$ cat config.mk
export PLATFORM = sky130hd
export DESIGN_NAME = shregs_unit
export DESIGN_NICKNAME = d
export VERILOG_FILES = /design/src/rtl/shregs_pkg.sv /design/src/rtl/shregs_sync.sv /design/src/rtl/shregs_bitreg.sv /design/src/rtl/shregs_rtc.sv /design/src/rtl/shregs_unit.sv
export SDC_FILE = /design/constraint.sdc
export NUM_CORES = 1
export LEC_CHECK = 0
export BUFFER_PORTS_ARGS = -buffer_cell sky130_fd_sc_hd__buf_4
export CAP_MARGIN = 20
export CORE_MARGIN = 1.5
export CORE_UTILIZATION = 53
export CTS_CLUSTER_SIZE = 25
export DETAILED_ROUTE_END_ITERATION = 8
export PLACE_DENSITY = 0.75
export SYNTH_ARGS = -nofsm -noshare
export SYNTH_HDL_FRONTEND = slang
export SYNTH_HIERARCHICAL = 1
export SYNTH_SLANG_ARGS = --single-unit
$ cat constraint.sdc
create_clock -name clk -period 2.2 [get_ports clk]
set_clock_uncertainty 0.15 [all_clocks]
set_input_delay 0.11 -clock clk [delete_from_list [all_inputs] [get_ports clk]]
set_output_delay 0.11 -clock clk [all_outputs]
set_load 0.1 [all_outputs]
$ cat src/rtl/shregs_pkg.sv
package shregs_pkg;

  typedef enum logic [2:0] {
    SEL_CADDR = 3'd0,
    SEL_CDATA = 3'd1,
    SEL_BUSY  = 3'd2,
    SEL_PMASK = 3'd3,
    SEL_CSS   = 3'd4,
    SEL_RTC   = 3'd5
  } rd_sel_e;

  function automatic int max2(input int a, input int b);
    return (a > b) ? a : b;
  endfunction

endpackage

$ cat src/rtl/shregs_sync.sv
module shregs_sync #(
  parameter int W = 4
) (
  input  logic         clk,
  input  logic         rst_n,
  input  logic [W-1:0] async_i,
  output logic [W-1:0] rise_o
);

  logic [W-1:0] s1_q, s2_q, s3_q;

  always_ff @(posedge clk or negedge rst_n) begin
    if (!rst_n) begin
      s1_q <= '0;
      s2_q <= '0;
      s3_q <= '0;
    end else begin
      s1_q <= async_i;
      s2_q <= s1_q;
      s3_q <= s2_q;
    end
  end

  assign rise_o = s2_q & ~s3_q;


  rise_single_chk: assert property (@(posedge clk) disable iff (!rst_n)
    (|rise_o) |=> ((rise_o & $past(rise_o)) == '0));

endmodule

$ cat src/rtl/shregs_bitreg.sv
module shregs_bitreg #(
  parameter int W  = 8,
  parameter int IW = 3
) (
  input  logic          clk,
  input  logic          rst_n,
  input  logic [W-1:0]  hw_set_i,
  input  logic          ui_we_i,
  input  logic [IW-1:0] ui_idx_i,
  input  logic          ui_val_i,
  output logic [W-1:0]  q_o
);

  logic [W-1:0] q_q, q_d;

  always_comb begin
    q_d = q_q;
    for (int i = 0; i < W; i++) begin
      if (ui_we_i && (ui_idx_i == IW'(i))) q_d[i] = ui_val_i;
      if (hw_set_i[i])                     q_d[i] = 1'b1;
    end
  end

  always_ff @(posedge clk or negedge rst_n) begin
    if (!rst_n) q_q <= '0;
    else        q_q <= q_d;
  end

  assign q_o = q_q;


  hw_set_wins_chk: assert property (@(posedge clk) disable iff (!rst_n)
    (|hw_set_i) |=> ((q_o & $past(hw_set_i)) == $past(hw_set_i)));


  ui_clear_chk: assert property (@(posedge clk) disable iff (!rst_n)
    (ui_we_i && !ui_val_i && (int'(ui_idx_i) < W) && (hw_set_i == '0))
      |=> !q_o[$past(ui_idx_i)]);


  bits_hold_chk: assert property (@(posedge clk) disable iff (!rst_n)
    (!ui_we_i && (hw_set_i == '0)) |=> $stable(q_o));

endmodule

$ cat src/rtl/shregs_rtc.sv
module shregs_rtc #(
  parameter int W = 16
) (
  input  logic         clk,
  input  logic         rst_n,
  input  logic         tick_i,
  output logic [W-1:0] cnt_o,
  output logic         ovf_o
);

  logic [W-1:0] cnt_q, cnt_d;
  logic         ovf_q, ovf_d;

  always_comb begin
    cnt_d = cnt_q;
    ovf_d = 1'b0;
    if (tick_i) begin
      cnt_d = cnt_q + W'(1);
      ovf_d = (cnt_q == '1);
    end
  end

  always_ff @(posedge clk or negedge rst_n) begin
    if (!rst_n) begin
      cnt_q <= '0;
      ovf_q <= 1'b0;
    end else begin
      cnt_q <= cnt_d;
      ovf_q <= ovf_d;
    end
  end

  assign cnt_o = cnt_q;
  assign ovf_o = ovf_q;


  rtc_step_chk: assert property (@(posedge clk) disable iff (!rst_n)
    tick_i |=> (cnt_o == $past(cnt_o) + W'(1)));


  rtc_hold_chk: assert property (@(posedge clk) disable iff (!rst_n)
    !tick_i |=> $stable(cnt_o));


  rtc_ovf_chk: assert property (@(posedge clk) disable iff (!rst_n)
    ovf_o |-> ((cnt_o == '0) && !$past(ovf_o)));

endmodule

$ cat src/rtl/shregs_unit.sv
module shregs_unit
  import shregs_pkg::*;
#(
  parameter int  N_CTX   = 8,
  parameter int  CON_CTX = 7,
  parameter int  CON_AW  = 16,
  parameter int  CON_DW  = 16,
  parameter int  PM_W    = 8,
  parameter int  CSS_W   = 8,
  parameter int  RTC_W   = 16,
  localparam int CTX_W   = $clog2(N_CTX),
  localparam int UI_IW   = $clog2(max2(N_CTX, PM_W)),
  localparam int RD_W    = max2(max2(CON_AW, CON_DW),
                                max2(max2(N_CTX, PM_W), max2(CSS_W, RTC_W)))
) (
  input  logic              clk,
  input  logic              rst_n,
  input  logic [CON_AW-1:0] pnl_addr_i,
  input  logic [CON_DW-1:0] pnl_data_i,
  input  logic              pnl_addr_ld_i,
  input  logic              pnl_data_ld_i,
  input  logic              pnl_run_i,
  input  logic [N_CTX-1:0]  io_req_i,
  input  logic [N_CTX-1:0]  io_attn_i,
  input  logic              ui_we_i,
  input  logic              ui_tgt_i,
  input  logic [UI_IW-1:0]  ui_idx_i,
  input  logic              ui_val_i,
  input  logic              minor_stb_i,
  input  logic              css_ld_i,
  input  logic [CSS_W-1:0]  css_data_i,
  input  logic              rtc_tick_i,
  output logic              rtc_ovf_o,
  input  logic [CTX_W-1:0]  ctx_i,
  input  logic              rd_en_i,
  input  logic [2:0]        rd_sel_i,
  output logic [RD_W-1:0]   rd_data_o,
  output logic              rd_ok_o
);

  localparam int SYNC_W = 2 * N_CTX + 3;

  logic [SYNC_W-1:0] rise;
  logic [N_CTX-1:0]  busy_set, busy_q;
  logic [PM_W-1:0]   pmask_q;
  logic [RTC_W-1:0]  rtc_q;
  logic              rise_aload, rise_dload, rise_run;

  logic [CON_AW-1:0] caddr_q, caddr_d;
  logic [CON_DW-1:0] cdata_q, cdata_d;
  logic [CSS_W-1:0]  css_q, css_d;
  logic              run_q, run_d, run_clr;
  logic [RD_W-1:0]   rdat_q, rdat_d;
  logic              rok_q, rok_d;
  logic              con_ok;

  shregs_sync #(.W(SYNC_W)) sync_i (
    .clk     (clk),
    .rst_n   (rst_n),
    .async_i ({pnl_run_i, pnl_data_ld_i, pnl_addr_ld_i, io_attn_i, io_req_i}),
    .rise_o  (rise)
  );

  assign busy_set   = rise[N_CTX-1:0] | rise[2*N_CTX-1:N_CTX];
  assign rise_aload = rise[2*N_CTX];
  assign rise_dload = rise[2*N_CTX+1];
  assign rise_run   = rise[2*N_CTX+2];

  shregs_bitreg #(.W(N_CTX), .IW(UI_IW)) busy_i (
    .clk      (clk),
    .rst_n    (rst_n),
    .hw_set_i (busy_set),
    .ui_we_i  (ui_we_i && !ui_tgt_i),
    .ui_idx_i (ui_idx_i),
    .ui_val_i (ui_val_i),
    .q_o      (busy_q)
  );

  shregs_bitreg #(.W(PM_W), .IW(UI_IW)) pmask_i (
    .clk      (clk),
    .rst_n    (rst_n),
    .hw_set_i ('0),
    .ui_we_i  (ui_we_i && ui_tgt_i),
    .ui_idx_i (ui_idx_i),
    .ui_val_i (ui_val_i),
    .q_o      (pmask_q)
  );

  shregs_rtc #(.W(RTC_W)) rtc_i (
    .clk    (clk),
    .rst_n  (rst_n),
    .tick_i (rtc_tick_i),
    .cnt_o  (rtc_q),
    .ovf_o  (rtc_ovf_o)
  );

  assign con_ok = (ctx_i == CTX_W'(CON_CTX)) && run_q;

  always_comb begin
    caddr_d = rise_aload ? pnl_addr_i : caddr_q;
    cdata_d = rise_dload ? pnl_data_i : cdata_q;
    css_d   = (css_ld_i && minor_stb_i) ? css_data_i : css_q;
    rdat_d  = '0;
    rok_d   = 1'b0;
    run_clr = 1'b0;
    if (rd_en_i) begin
      case (rd_sel_i)
        SEL_CADDR: if (con_ok) begin
          rdat_d = RD_W'(caddr_q);
          rok_d  = 1'b1;
        end
        SEL_CDATA: if (con_ok) begin
          rdat_d  = RD_W'(cdata_q);
          rok_d   = 1'b1;
          run_clr = 1'b1;
        end
        SEL_BUSY:  begin rdat_d = RD_W'(busy_q);  rok_d = 1'b1; end
        SEL_PMASK: begin rdat_d = RD_W'(pmask_q); rok_d = 1'b1; end
        SEL_CSS:   begin rdat_d = RD_W'(css_q);   rok_d = 1'b1; end
        SEL_RTC:   begin rdat_d = RD_W'(rtc_q);   rok_d = 1'b1; end
        default:   ;
      endcase
    end
    run_d = rise_run | (run_q & ~run_clr);
  end

  always_ff @(posedge clk or negedge rst_n) begin
    if (!rst_n) begin
      caddr_q <= '0;
      cdata_q <= '0;
      css_q   <= '0;
      run_q   <= 1'b0;
      rdat_q  <= '0;
      rok_q   <= 1'b0;
    end else begin
      caddr_q <= caddr_d;
      cdata_q <= cdata_d;
      css_q   <= css_d;
      run_q   <= run_d;
      rdat_q  <= rdat_d;
      rok_q   <= rok_d;
    end
  end

  assign rd_data_o = rdat_q;
  assign rd_ok_o   = rok_q;


  rd_idle_chk: assert property (@(posedge clk) disable iff (!rst_n)
    !rd_en_i |=> (!rd_ok_o && (rd_data_o == '0)));


  con_gate_chk: assert property (@(posedge clk) disable iff (!rst_n)
    (rd_en_i && (rd_sel_i <= 3'd1) && (ctx_i != CTX_W'(CON_CTX))) |=> !rd_ok_o);


  css_hold_chk: assert property (@(posedge clk) disable iff (!rst_n)
    !(css_ld_i && minor_stb_i) |=> $stable(css_q));

endmodule

==> impl_metrics.toml, run 1 <==
[cts]
clockRootBuffer = "clkbuf_16"
insertion_delay_ns = 0.42
cts.reportedPaths.clkPinSlew_ns = 0.06
cts_resized = 0
clock_sinks = 148
ctsHtreeMaxLevel = 4
cts-buffers-inserted = 17
tritoncts = "built"
ctsLongestPathBuffers = 2

[hold_path]
hp-class = "in2reg"
hold_path_depth = 5

[logic_synthesis]
seq_area_frac_synth_pct = 60.6
yosysTopAreaCellShare_pct = 60.6
synth_edf_count = 0
synth_flop_cell = "dfrtp_1"
synth_largest_area_cell = "dfrtp_1"
netlist_instances = 435
syn_avg_cell_area_um2 = 14.0
synthTopCellsByCount = "148 x dfrtp_1, 52 x mux2_2, 43 x nor2_1"
yosys_warnings = 6
synth.area.top_cells = "dfrtp_1 61%, mux2_2 9.6%, mux2i_1 5.2%"
synth_area_um2 = 6110
ys_seq_elements = 148
synth_most_common_cell = "dfrtp_1"
synth_cell_type_count = 39
async_reset_ff_share_pct = 100

[floorplanning]
dieArea_um2 = 12200
die_y_um = 110
ios = 95
die_w_um = 110
initial_utilization_pct = 53.9
num_rows = 39
coreArea_um2 = 11300

[sta]
finalSetupViolCount = 0
fin_ws_ns = 0.105
min_period_over_period_pct = 95.2
drv_slew = 0
tightest_slew_ns = 0.714
rsz0062_at_grt = "no"
max_slew_margin_pct = 52.3
whs_ns = 0.0337
finalCriticalPeriod_ns = 2.10
hold_viol_final = 0
fmax_ghz = 0.477
setup_tns_ns = 0

[grt]
grt_pass1_vias = 4217
gr-total-overflow = 0
antenna_found_initial = 0
grt.met1_usage_pct = 28.5
use_met3_pct = 5.76
grtUsageMet2_pct = 40.3
top_usage_layer = "met2"
grt_max_degree = 59
grt_use_total_pct = 23.5
grt_pass1_wl_mm = 20.9

[routing]
wirelength_mm = 12.9
ant_nets = 0
drc = 0
drt_iter0_drc = 123
avgViaCountPerCell = 5.15
first_pass_iters = 4
num_vias = 3998
wl_per_cell_um = 16.7

[placed_design]
postPlaceCellArea_um2 = 6980
hpwlAfterDp_mm = 8.17
port_buffers = 94
gp_congestion = 0.783
place_inst = 672
dp_slack_ns = 0.591

[power_and_ir_drop]
p_leak_nw = 3.82
power_frac_seq_pct = 44.9
power.density_nw_per_um2 = 852
clkPwrFrac_pct = 41.8
cell_internal_pwr_mw = 5.31
p_comb_share_pct = 13.2
ir_drop_v = 0.000783
p_switching_mw = 1.78
switching_share_pct = 25.1

[finish]
instances_no_fill = 777
diodes = 0
stdcell_area_um2 = 8320
drive_above_1_share_pct = 34.5
nets = 701
area_growth_pct = 36.2

[critical_path]
ff2ff_path_depth = 5
critPathKind = "in2reg"
crit_path_max_fanout = 16
end_kind = "flop"
startpoint_type = "input pin"
required_ns = 2.35
cp_data_arrival_time_ns = 2.25

[job]
maxCapViolations = 0

[run_status]
status = "finished clean"
## through the flow
step	power [mW]	util [%]
2_1_floorplan	3.72	-
3_3_place_gp	4.02	61.6
3_5_place_dp	4.06	61.6
4_1_cts	7.12	73.5
5_1_grt	7.37	73.5
6_report	7.09	73.5
## placed cells by master (no fill, tap or decap), types with 4 or more instances in the layout
| cell type | instances |
|---|---|
| a21oi_1 | 9 |
| a32oi_1 | 8 |
| and4bb_1 | 6 |
| buf_4 | 96 |
| clkbuf_16 | 17 |
| clkinvlp_4 | 4 |
| conb_1 | 16 |
| dfrtp_1 | 148 |
| dlygate4sd3_1 | 73 |
| inv_1 | 4 |
| mux2_2 | 52 |
| mux2_4 | 5 |
| mux2i_1 | 32 |
| nand2_1 | 8 |
| nand3_1 | 11 |
| nand4_1 | 7 |
| nand4b_1 | 6 |
| nor2_1 | 43 |
| nor2b_4 | 19 |
| nor4_1 | 5 |
| o22a_1 | 8 |
| or2_2 | 8 |
| xnor2_1 | 4 |
| xor2_1 | 11 |
## final cells by class
| cell class | instances | area (µm²) |
|---|---|---|
| flip-flops and latches | 148 | 3700 |
| fillers | 736 | 3000 |
| multi-input cells | 279 | 2330 |
| repair buffers | 171 | 1480 |
| clock buffers | 21 | 460 |
| well taps | 143 | 179 |
| clock inverters | 11 | 151 |
| inverters | 4 | 15.0 |
## what timing repair did
item	4_1_cts	5_1_grt
setup endpoints to repair	0	0
hold buffers	73	0
hold endpoints to repair	233	0
setup buffers	0	0
## worst max-delay path, stage by stage
cell and delay (ns):
dlygate4sd3_1 0.53, buf_4 0.22, nand4_1 0.11, dlygate4sd3_1 0.59, mux2i_1 0.13, dlygate4sd3_1 0.56
## path summary, 6_finish.rpt
check                                       end            start  slack [ns]
worst max register to register    busy_i/q_o[7]  sync_i/s2_q[15]        0.36
worst min register to register   sync_i/s2_q[6]   sync_i/s1_q[6]        0.19
min in group asynchronous       sync_i/s1_q[18]            rst_n        0.08
max in group asynchronous       sync_i/s1_q[15]            rst_n        1.16
worst max-delay path             pmask_i/q_o[7]      ui_idx_i[0]        0.10
worst min-delay path                    rd_ok_o      rd_sel_i[1]        0.03
## cells by family (layout without fill, tap and decap cells)
| family | after synthesis | count (layout) | share of synthesized area (%) |
|---|---|---|---|
| xor gates and xnor gates | 15 | 15 | 2.15 |
| DFF | 148 | 148 | 60.6 |
| AOI/OAI and AO/OA | 26 | 26 | 3.16 |
| other | 1 | 16 | 0.0614 |
| muxes | 89 | 89 | 16.1 |
| adders and majority gates | 3 | 3 | 0.615 |
| buffers and inverters | 23 | 207 | 2.17 |
| and+or+nand+nor | 130 | 130 | 15.1 |
## metal layers
layer	part of all wire, %	vias to the layer above
li1	-	1882
met1	43	2000
met2	51	90
met4	2.4	0
met3	3.5	26
met5	0	-
## sequential cells by signal (all words and copies together) (netlist names)
| signal | flops |
|---|---|
| busy_i/q_o | 8 |
| caddr_q | 16 |
| cdata_q | 16 |
| css_q | 8 |
| pmask_i/q_o | 8 |
| rd_data_o | 16 |
| rd_ok_o | 1 |
| rtc_i/cnt_o | 16 |
| rtc_i/ovf_o | 1 |
| run_q | 1 |
| sync_i/s1_q | 19 |
| sync_i/s2_q | 19 |
| sync_i/s3_q | 19 |
## power groups by stage
| stage | clock network [mW] | registers (mW) | logic [mW] |
|---|---|---|---|
| final | 2.96 | 3.18 | 0.938 |
| after global routing | 3.14 | 3.22 | 1.01 |
| after CTS | 3.01 | 3.18 | 0.939 |
| after detailed placement | 0 | 3.23 | 0.834 |
| after global placement | 0 | 3.21 | 0.809 |
| after floorplan | 0 | 3.26 | 0.462 |
Note: power is estimated with default switching activity, not from simulation.
==> run 2: changes to the inputs <==
--- a/config.mk
+++ b/config.mk
@@ -7,11 +7,14 @@
 export LEC_CHECK = 0
 export BUFFER_PORTS_ARGS = -buffer_cell sky130_fd_sc_hd__buf_4
 export CAP_MARGIN = 20
+export CELL_PAD_IN_SITES_DETAIL_PLACEMENT = 0
+export CELL_PAD_IN_SITES_GLOBAL_PLACEMENT = 1
 export CORE_MARGIN = 1.5
-export CORE_UTILIZATION = 53
+export CORE_UTILIZATION = 35
 export CTS_CLUSTER_SIZE = 25
 export DETAILED_ROUTE_END_ITERATION = 8
-export PLACE_DENSITY = 0.75
+export GPL_TIMING_DRIVEN = 0
+export PLACE_DENSITY_LB_ADDON = 0.1
 export SYNTH_ARGS = -nofsm -noshare
 export SYNTH_HDL_FRONTEND = slang
 export SYNTH_HIERARCHICAL = 1
==> impl_metrics.toml, run 2 (synthesized netlist as in run 1, its figures left out) <==
[run_status]
status = "finished clean"

[sta]
whs_ns = 0.0316
rsz0062_at_grt = "no"
setup_tns_ns = 0
drv_slew = 0
finalSetupViolCount = 0
fmax_ghz = 0.471
min_period_over_period_pct = 96.5
finalCriticalPeriod_ns = 2.12
max_slew_margin_pct = 58.0
hold_viol_final = 0
tightest_slew_ns = 0.630

[critical_path]
r2r_slack_ns = 0.38
end_kind = "flop"
critPathKind = "in2reg"
worstReg2RegEnd = "run_q"
reg2reg_from = "run_q"
crit_path_max_fanout = 16
endpoint = "busy_i/q_o[5]"
ff2ff_path_depth = 5
cp-startpoint = "ui_idx_i[1]"
required_ns = 2.36
cp_data_arrival_time_ns = 2.28
startpoint_type = "input pin"

[routing]
first_pass_iters = 4
num_vias = 3949
ant_nets = 0
drc = 0
avgViaCountPerCell = 4.52
drt_iter0_drc = 136
wirelength_mm = 13.5
wl_per_cell_um = 15.4

[floorplanning]
die_w_um = 135
initial_utilization_pct = 35.6
die_y_um = 135
coreArea_um2 = 17200
ios = 95
dieArea_um2 = 18300
num_rows = 48

[placed_design]
hpwlAfterDp_mm = 8.99
postPlaceCellArea_um2 = 7160
port_buffers = 91
gp_congestion = 0.754

[cts]
clockRootBuffer = "clkbuf_16"
postCtsSetupBuffers = 0
ctsHoldBuffers = 75
ctsLongestPathBuffers = 2
cts.reportedPaths.clkPinSlew_ns = 0.06
tritoncts = "built"
clock_sinks = 148
insertion_delay_ns = 0.42
cts-buffers-inserted = 17
ctsHtreeMaxLevel = 4
cts_resized = 0

[grt]
grt_max_degree = 85
antenna_found_initial = 0
gr-total-overflow = 0
grt_pass1_vias = 4131
grt_pass1_wl_mm = 21.9
grt_use_total_pct = 16.1

[finish]
top_regs = "sync_i/s1_q: 19 flops, sync_i/s2_q: 19 flops, sync_i/s3_q: 19 flops"
area_growth_pct = 39.5
drive_above_1_share_pct = 34.8
final_common_cell = "dfrtp_1"
stdcell_area_um2 = 8520
final_cell_mix = "148 x dfrtp_1, 91 x buf_4, 75 x dlygate4sd3_1"
nets = 716
diodes = 0

[power_and_ir_drop]
power.density_nw_per_um2 = 834
p_leak_nw = 3.88
ir_drop_v = 0.000517

[job]
maxCapViolations = 0

[hold_path]
hold_path_depth = 5
hp-class = "in2reg"
## run 2: cell type report
| cell class | count | area (µm²) |
|---|---|---|
| multi-input cells | 279 | 2330 |
| fillers | 1588 | 8650 |
| flip-flops and latches | 148 | 3700 |
| clock inverters | 12 | 155 |
| clock buffers | 20 | 457 |
| repair buffers | 167 | 1470 |
| inverters | 4 | 15.0 |
| well taps | 225 | 282 |
| plain buffers | 19 | 118 |
## run 2: worst max-delay path: stages
cell and delay (ns):
dlygate4sd3_1 0.53, buf_4 0.20, nand4b_1 0.17, dlygate4sd3_1 0.59, mux2i_1 0.12, dlygate4sd3_1 0.56
## run 2: metrics by stage
stage | cells | util, % | power [mW] | setup WS [ns]
4_1_cts | 874 | 49.6 | 7.22 | 0.105
6_report | 874 | 49.6 | 7.11 | 0.0769
3_5_place_dp | 767 | 41.7 | 4.09 | 0.538
5_1_grt | 874 | 49.6 | 7.41 | 0.0125
3_3_place_gp | 766 | 41.5 | 4.06 | 0.164
2_1_floorplan | 450 | - | 3.72 | 0.709
## run 2: worst min-delay path by stage
| stage | from | to | slack [ns] |
|---|---|---|---|
| after floorplan | rst_n | busy_i/q_o[0] | -0.34 |
| after global placement | io_req_i[0] | sync_i/s1_q[0] | 0.07 |
| after detailed placement | rst_n | sync_i/s3_q[18] | -0.004 |
| after CTS | rd_sel_i[1] | rd_data_o[11] | 0.01 |
| after global routing | rd_sel_i[1] | rd_data_o[8] | 0.05 |
| final | rd_sel_i[1] | rd_ok_o | 0.03 |
## run 2: power breakdown
part / internal, mW / switching [mW]
sequential: 2.97 / 0.211
clock: 1.84 / 1.14
combinational: 0.506 / 0.447
## run 2: routing by layer
layer	vias up	global-route usage (%)	wire, µm
li1	1915	-	-
met4	0	6.63	208
met5	-	0	0
met1	1937	21.1	6120
met2	83	25.9	6650
met3	14	3.45	500
==> run 3: changes to the inputs <==
--- a/config.mk
+++ b/config.mk
@@ -9,6 +9,7 @@
 export CAP_MARGIN = 20
 export CELL_PAD_IN_SITES_DETAIL_PLACEMENT = 0
 export CELL_PAD_IN_SITES_GLOBAL_PLACEMENT = 1
+export CORE_ASPECT_RATIO = 0.5
 export CORE_MARGIN = 1.5
 export CORE_UTILIZATION = 35
 export CTS_CLUSTER_SIZE = 25
==> impl_metrics.toml, run 3 (synthesized netlist as in run 1, its figures left out) <==
[cts]
clockRootBuffer = "clkbuf_16"
clock_sinks = 148
cts-buffers-inserted = 17
cts.reportedPaths.clkPinSlew_ns = 0.06
tritoncts = "built"
cts_resized = 0
ctsLongestPathBuffers = 2
ctsHtreeMaxLevel = 4
postCtsSetupBuffers = 0
ctsHoldBuffers = 74
insertion_delay_ns = 0.42

[floorplanning]
die_y_um = 96.4
initial_utilization_pct = 36.5
ios = 95
dieArea_um2 = 18300
num_rows = 33
die_w_um = 190
coreArea_um2 = 16700

[sta]
rsz0062_at_grt = "no"
finalCriticalPeriod_ns = 2.09
tightest_slew_ns = 0.797
drv_slew = 0
min_period_over_period_pct = 95.1
finalSetupViolCount = 0
fin_ws_ns = 0.108
whs_ns = 0.0190
setup_tns_ns = 0
max_slew_margin_pct = 46.8
hold_viol_final = 0
fmax_ghz = 0.478

[placed_design]
postPlaceCellArea_um2 = 7160
dp_slack_ns = 0.527
gp_congestion = 0.735
port_buffers = 91
hpwlAfterDp_mm = 8.75
place_inst = 769

[critical_path]
ff2ff_path_depth = 5
startpoint_type = "input pin"
cp_data_arrival_time_ns = 2.24
required_ns = 2.35
end_kind = "flop"
crit_path_max_fanout = 16
critPathKind = "in2reg"

[finish]
drive_above_1_share_pct = 34.7
nets = 715
final_common_cell = "dfrtp_1"
stdcell_area_um2 = 8540
final_cell_mix = "148 x dfrtp_1, 91 x buf_4, 74 x dlygate4sd3_1"
area_growth_pct = 39.8
instances_no_fill = 875
top_regs = "sync_i/s1_q: 19 flops, sync_i/s2_q: 19 flops, sync_i/s3_q: 19 flops"
diodes = 0

[routing]
avgViaCountPerCell = 4.50
drc = 0
ant_nets = 0
drt_iter0_drc = 113
num_vias = 3940
wl_per_cell_um = 15.1
wirelength_mm = 13.2
first_pass_iters = 4

[grt]
grt_pass1_wl_mm = 21.0
antenna_found_initial = 0
grt_use_total_pct = 15.6
gr-total-overflow = 0
grt_max_degree = 87
grt_pass1_vias = 3969

[power_and_ir_drop]
ir_drop_v = 0.000529
p_comb_share_pct = 13.0
power.density_nw_per_um2 = 848
p_leak_nw = 3.88
switching_share_pct = 24.9
clkPwrFrac_pct = 43.2
cell_internal_pwr_mw = 5.44
p_switching_mw = 1.80
power_frac_seq_pct = 43.8

[hold_path]
hold_path_depth = 4
hp-class = "in2reg"

[job]
maxCapViolations = 0

[run_status]
status = "finished clean"
==> run 3: layout make-up <==
| class | count | area [µm²] |
|---|---|---|
| Multi-Input combinational cell | 279 | 2330 |
| Clock buffer | 21 | 460 |
| Sequential cell | 148 | 3700 |
| Clock inverter | 11 | 174 |
| Timing Repair Buffer | 166 | 1460 |
| Inverter | 4 | 15.0 |
| Fill cell | 1466 | 8190 |
| Buffer | 19 | 118 |
| Tap cell | 227 | 284 |
==> run 3: per-stage QoR <==
stage	util [%]	power (mW)
floorplan	-	3.72
global placement	42.6	4.05
detailed placement	42.8	4.08
CTS	51.1	7.35
global route	51.1	7.57
finish	51.1	7.24
==> run 3: final timing paths <==
path	slack [ns]	to	startpoint
setup / recovery	0.11	busy_i/q_o[7]	ui_idx_i[2]
hold / removal	0.02	busy_i/q_o[6]	ui_tgt_i
setup reg to reg	0.39	run_q	run_q
hold reg to reg	0.19	sync_i/s2_q[7]	sync_i/s1_q[7]
max in group asynchronous	0.91	rd_data_o[12]	rst_n
min in group asynchronous	0.18	sync_i/s1_q[10]	rst_n
==> run 3: critical path: stages <==
cell and delay (ns):
dlygate4sd3_1 0.54, buf_4 0.21, nand4_1 0.11, dlygate4sd3_1 0.60
mux2i_1 0.12, dlygate4sd3_1 0.55
==> run 3: layer usage <==
layer	track usage (%)	wire (µm)
met2	23.3	5860
met3	4.08	495
met4	6.55	172
met5	0	0
met1	21.5	6660
==> run 3: power groups by stage <==
stage / logic [mW] / clock network (mW) / registers [mW]
6_report: 0.941 / 3.12 / 3.17
5_1_grt: 1.03 / 3.32 / 3.21
4_1_cts: 0.957 / 3.21 / 3.18
3_5_place_dp: 0.852 / 0 / 3.23
3_3_place_gp: 0.838 / 0 / 3.21
2_1_floorplan: 0.462 / 0 / 3.26
